### src/rtl/pdpram_pkg.sv
package pdpram_pkg;

    typedef enum logic [1:0] {
        OP_IDLE = 2'b00,
        OP_RD   = 2'b01,
        OP_WR   = 2'b10,
        OP_RDWR = 2'b11
    } op_kind_e;

    typedef struct packed {
        logic gated;   // no access this cycle
        logic wipe;    // contents lost this cycle
    } pwr_state_t;

    function automatic pwr_state_t decode_power(input logic [7:0] sleep,
                                                input logic retain,
                                                input logic standby);
        pwr_state_t p;
        p.gated = (|sleep) | standby;
        p.wipe  = (|sleep) & ~retain;
        return p;
    endfunction

    function automatic op_kind_e classify(input logic re, input logic we,
                                          input logic gated);
        if (gated) return OP_IDLE;
        return op_kind_e'({we, re});
    endfunction

endpackage

### src/rtl/pdpram_power.sv
module pdpram_power
    import pdpram_pkg::*;
(
    input  logic [7:0] sleep_ctl,
    input  logic       retain,
    input  logic       standby,
    input  logic       rd_en,
    input  logic       wr_en,
    output logic       gated,
    output logic       wipe,
    output op_kind_e   op
);
    pwr_state_t pst;

    always_comb begin
        pst   = decode_power(sleep_ctl, retain, standby);
        gated = pst.gated;
        wipe  = pst.wipe;
        op    = classify(rd_en, wr_en, pst.gated);
    end
endmodule

### src/rtl/pdpram_store.sv
module pdpram_store #(
    parameter int DEPTH = 48,
    parameter int WIDTH = 32,
    parameter int AW    = 6
) (
    input  logic             clk,
    input  logic             rst,
    input  logic             wipe,
    input  logic             wr_fire,
    input  logic [AW-1:0]    wr_addr,
    input  logic [WIDTH-1:0] wr_data,
    input  logic [AW-1:0]    rd_addr,
    output logic [WIDTH-1:0] rd_word
);
    logic [WIDTH-1:0] mem [DEPTH];
    logic [DEPTH-1:0] valid_q;
    logic             wr_in_range;
    logic             rd_in_range;

    assign wr_in_range = (int'(wr_addr) < DEPTH);
    assign rd_in_range = (int'(rd_addr) < DEPTH);

    // Array content: no reset; validity is tracked separately.
    always_ff @(posedge clk) begin
        if (wr_fire && wr_in_range)
            mem[wr_addr] <= wr_data;
    end

    always_ff @(posedge clk) begin
        if (rst || wipe)
            valid_q <= '0;
        else if (wr_fire && wr_in_range)
            valid_q[wr_addr] <= 1'b1;
    end

    // Read sees the pre-edge contents: first half of the double-pumped cycle.
    always_comb begin
        rd_word = '0;
        if (rd_in_range && valid_q[rd_addr])
            rd_word = mem[rd_addr];
    end
endmodule

### src/rtl/pdpram_rdhold.sv
module pdpram_rdhold #(
    parameter int WIDTH = 32
) (
    input  logic             clk,
    input  logic             rst,
    input  logic             gated,
    input  logic             rd_fire,
    input  logic [WIDTH-1:0] rd_word,
    output logic [WIDTH-1:0] rd_data
);
    logic [WIDTH-1:0] hold_q;

    always_ff @(posedge clk) begin
        if (rst)
            hold_q <= '0;
        else if (rd_fire)
            hold_q <= rd_word;
    end

    always_comb begin
        if (gated)
            rd_data = '0;
        else if (rd_fire)
            rd_data = rd_word;
        else
            rd_data = hold_q;
    end
endmodule

### src/rtl/pdpram_wrap.sv
module pdpram_wrap
    import pdpram_pkg::*;
#(
    parameter int DEPTH = 48,
    parameter int WIDTH = 32,
    localparam int AW = (DEPTH > 1) ? $clog2(DEPTH) : 1
) (
    input  logic             clk,
    input  logic             rst,
    input  logic             rd_en,
    input  logic [AW-1:0]    rd_addr,
    output logic [WIDTH-1:0] rd_data,
    input  logic             wr_en,
    input  logic [AW-1:0]    wr_addr,
    input  logic [WIDTH-1:0] wr_data,
    input  logic [7:0]       sleep_ctl,
    input  logic             retain,
    input  logic             standby
);
    logic             gated;
    logic             wipe;
    op_kind_e         op;
    logic             rd_fire;
    logic             wr_fire;
    logic [WIDTH-1:0] rd_word;

    pdpram_power u_power (
        .sleep_ctl (sleep_ctl),
        .retain    (retain),
        .standby   (standby),
        .rd_en     (rd_en),
        .wr_en     (wr_en),
        .gated     (gated),
        .wipe      (wipe),
        .op        (op)
    );

    assign rd_fire = (op == OP_RD) || (op == OP_RDWR);
    assign wr_fire = (op == OP_WR) || (op == OP_RDWR);

    pdpram_store #(.DEPTH(DEPTH), .WIDTH(WIDTH), .AW(AW)) u_store (
        .clk     (clk),
        .rst     (rst),
        .wipe    (wipe),
        .wr_fire (wr_fire),
        .wr_addr (wr_addr),
        .wr_data (wr_data),
        .rd_addr (rd_addr),
        .rd_word (rd_word)
    );

    pdpram_rdhold #(.WIDTH(WIDTH)) u_hold (
        .clk     (clk),
        .rst     (rst),
        .gated   (gated),
        .rd_fire (rd_fire),
        .rd_word (rd_word),
        .rd_data (rd_data)
    );
endmodule

### config.mk
export PLATFORM = sky130hd
export DESIGN_NAME = pdpram_wrap
export DESIGN_NICKNAME = d
export VERILOG_FILES = /design/src/rtl/pdpram_pkg.sv /design/src/rtl/pdpram_power.sv /design/src/rtl/pdpram_store.sv /design/src/rtl/pdpram_rdhold.sv /design/src/rtl/pdpram_wrap.sv
export SDC_FILE = /design/constraint.sdc
export NUM_CORES = 2
export LEC_CHECK = 0
export ABC_CLOCK_PERIOD_IN_PS = 5650
export BUFFER_PORTS_ARGS = -buffer_cell sky130_fd_sc_hd__buf_2
export CAP_MARGIN = 25
export CORE_MARGIN = 4
export CORE_UTILIZATION = 55
export CTS_BUF_LIST = sky130_fd_sc_hd__clkbuf_2 sky130_fd_sc_hd__clkbuf_4 sky130_fd_sc_hd__clkbuf_8
export DETAILED_ROUTE_END_ITERATION = 8
export PLACE_DENSITY = 0.71
export SKIP_LAST_GASP = 1
export SLEW_MARGIN = 15
export SYNTH_ARGS = -nofsm -noshare
export SYNTH_HDL_FRONTEND = slang
export SYNTH_SLANG_ARGS = --single-unit
### constraint.sdc
create_clock -name clk -period 5.65 [get_ports clk]
set_clock_uncertainty 0.2 [all_clocks]
set_input_delay 1.13 -clock clk [delete_from_list [all_inputs] [get_ports clk]]
set_output_delay 1.13 -clock clk [all_outputs]
set_load 0.05 [all_outputs]
==> summary.md <==
| Metric | Value |
|---|---|
| Worst EP required | 4.32 ns |
| CTS resizes | 0 |
| Post-synth EDFFs | 1536 |
| Htree depth | 4 |
| Root buffer cell | clkbuf_8 |
| Vias per std cell | 6.52 |
| CTS buffer count | 239 |
| Sw frac | 21.7% |
| Part of the power in the clock network | 39.7% |
| Netlist cell types | 46 |
| Synth area leader | edfxtp_1 |
| Synth top area cells | edfxtp_1 74%, mux4_2 7.4%, mux2i_1 6.7% |
| CTS tree | done |
| Internal Pwr Total | 18.5 mW |
| Sequential share of the synthesized area | 76.1% |
| Ys Warns | 0 |
| Clock buffer depth | 3 |
| CP arrival | 4.05 ns |
| Tmin final | 5.38 ns |
| CP max stage delay | 0.64 ns |
| Pwr per Cell Area | 333 mW/mm² |
| Die width | 346 µm |
| Top FF cell, synth | edfxtp_1 |
| Core Area | 0.113 mm² |
| HP Class | register to register |
| Die area | 0.120 mm² |
| Clock transition at the registers of the reported paths | 0.06 ns |
| Slew @ Worst Pin | 1.15 ns |
| Synth Register Bits | 1616 |
| Die Y | 346 µm |
| Relative slew slack | 22.0% |
| Setup CP Type | input port to output pin |
| Final hold violations | 0 |
| Cells after synthesis | 3256 |
| Slew Limit Fails | 0 |
| CP Max Fanout | 24 |
| Vias | 34000 |
| Critical-path cell list | buf_4 -> buf_4 -> mux4_2 -> mux2i_1 -> nand2_1 -> o21ai_1 -> o211ai_4 -> buf_4 -> nand2b_1 -> a21oi_1 -> buf_12 |
| Hold WS | 0.256 ns |
| Total gr overflow | 0 |
| Sequential Power Share | 55.6% |
| Initial DRC Count | 4723 |
| HPWL after detailed placement | 92600 µm |
| Hold-fix buffers, CTS | 0 |
| Mapped Area | 0.0627 mm² |
| Final Setup Violations | 0 |
| Gr usage total | 27.6% |
| Fraction of layout cells with a size suffix above 1 | 23.8% |
| NumNets Final | 3574 |
| Max Cap Viol | 0 |
| Pin count of the biggest net entering global routing | 76 |
| Leak | 23.4 nW |
| Initial antenna violation count | 6 |
| Total Negative Setup Slacks | 0 ns |
| # DRC | 0 |
| First-pass GRT wire length | 238000 µm |
| DRT Pass-1 Iters | 5 |
| Filler cells | 7629 |
| Critical path startpoint category | input port |
| Status | finished, final reports clean |
| Routed WL per cell | 31.9 µm |
| P_sw | 5.11 mW |
| Crit path top cell by count | buf_4 |
| Core Rows | 123 |
| Placer Congestion | 0.841 |
| Post-DRT Antenna Nets | 0 |
| Avg Inst Size Synth | 19.3 µm² |
| Leading cell type in the layout, fill and taps excluded | edfxtp_1 |
| Total routed wirelength | 166000 µm |
| Most frequent cells in the layout | 1536 x edfxtp_1, 422 x mux2i_1, 255 x clkbuf_8 |
| Worst setup EP type | output pin |
| Number of global-route vias before repair | 34100 |
| Final period util | 95.2% |
| Comb pwr share | 4.8% |
| I/O Buffers | 89 |
| Ys async rst share | 0% |
| Fmax | 186 MHz |
| Worst IR drop on VDD | 0.000223 V |
| Initial Util | 55.6% |
| Worst skew pair latency | 0.92 ns |
| Area share of the largest cell type after synthesis | 73.5% |
| RSZ-0062 raised after global routing | false |
| # IOs | 90 |
| CP max-delay cell | o211ai_4 |
| Synth Net Count | 3314 |
| Area delta synth->final | 12.8% |
| Clock Sink Count | 1616 |
| Post-CTS setup buffer count | 0 |
## critical path: cells and delay by family
family,cells,cell delay [ns]
and+or+nand+nor,2,0.16
muxes,2,0.36
AOI/OAI and AO/OA,3,1.03
buffers and inverters,4,1.29
## cell type report
class                           count  area (µm²)  share of cell area (%)
Tap cell                         1500        1880                    2.65
Multi-Input combinational cell   1436       14300                    20.2
Sequential cell                  1616       47700                    67.4
Clock buffer                      346        4190                    5.92
Clock inverter                     89         571                   0.806
Timing Repair Buffer              219        2110                    2.99
Inverter                            4        17.5                  0.0247
Antenna cell                        3        7.51                  0.0106
## cell families (layout without fill, tap and decap cells)
logic type	Yosys count	count (layout)	synth area share, %
AO/OA/AOI/OAI	468	468	5.38
buffers and inverters	204	658	1.89
flip-flops	1616	1616	76.1
multiplexers	632	632	14.2
other	0	3	0
AND/OR/NAND/NOR	336	336	2.46
## power by group through the flow
stage	clock network, mW	registers [mW]	logic (mW)
floorplan	0	13.4	0.646
global placement	0	13.4	1.08
detailed placement	0	13.4	1.12
CTS	9.46	13.1	1.12
global route	10.1	13.1	1.19
finish	9.35	13.1	1.13
## routing by layer
metal  global-route usage, %  vias to the layer above  share of wire, %  wire (µm)
li1                        -                    13800                 -          -
met1                    38.6                    17600                38      63100
met2                    42.7                     2177                47      78600
met3                    6.51                      366                11      18600
met4                    10.5                        0               3.7       6110
met5                       0                        -                 0          0
## registers in the layout, summed over array words and instances, names as in the netlist
| signal | count |
|---|---|
| u_hold.hold_q | 32 |
| u_store.mem | 1536 |
| u_store.valid_q | 48 |
## synthesized netlist by cell type, types with 24 or more instances
cell	instances
edfxtp_1	1536
mux2i_1	422
mux4_2	207
a22oi_1	186
nand2_1	153
dfxtp_1	80
nand2b_1	67
buf_4	62
nor2_1	58
clkbuf_1	55
buf_2	48
o21a_1	48
a21oi_1	45
o21ai_0	38
nand3_1	36
a31oi_1	31
o21ai_1	24
## worst paths after layout
| kind | startpoint | to | slack (ns) | depth (start not counted) |
|---|---|---|---|---|
| setup / recovery | rd_addr[2] | rd_data[6] | 0.27 | 11 |
| hold / removal | u_hold.hold_q[10]$_SDFF_PP0_ | u_hold.hold_q[10]$_SDFF_PP0_ | 0.26 | 2 |
| setup reg to reg | u_store.valid_q[44]$_SDFFE_PP0P_ | u_hold.hold_q[8]$_SDFF_PP0_ | 2.50 | 7 |
| hold reg to reg | u_hold.hold_q[10]$_SDFF_PP0_ | u_hold.hold_q[10]$_SDFF_PP0_ | 0.26 | 2 |
## per-stage QoR
stage / instance area [µm²] / setup WS (ns) / utilization, % / instances / total power, mW
detailed placement: 66000 / 0.355 / 58.5 / 4774 / 14.5
global route: 70800 / 0.167 / 62.7 / 5212 / 24.3
floorplan: 62700 / 0.893 / - / 3256 / 14.0
CTS: 70800 / 0.354 / 62.7 / 5209 / 23.7
finish: 70800 / 0.270 / 62.7 / 5213 / 23.6
global placement: 66000 / 0.382 / 58.5 / 4773 / 14.4
Power figures use the tool's default switching activity.
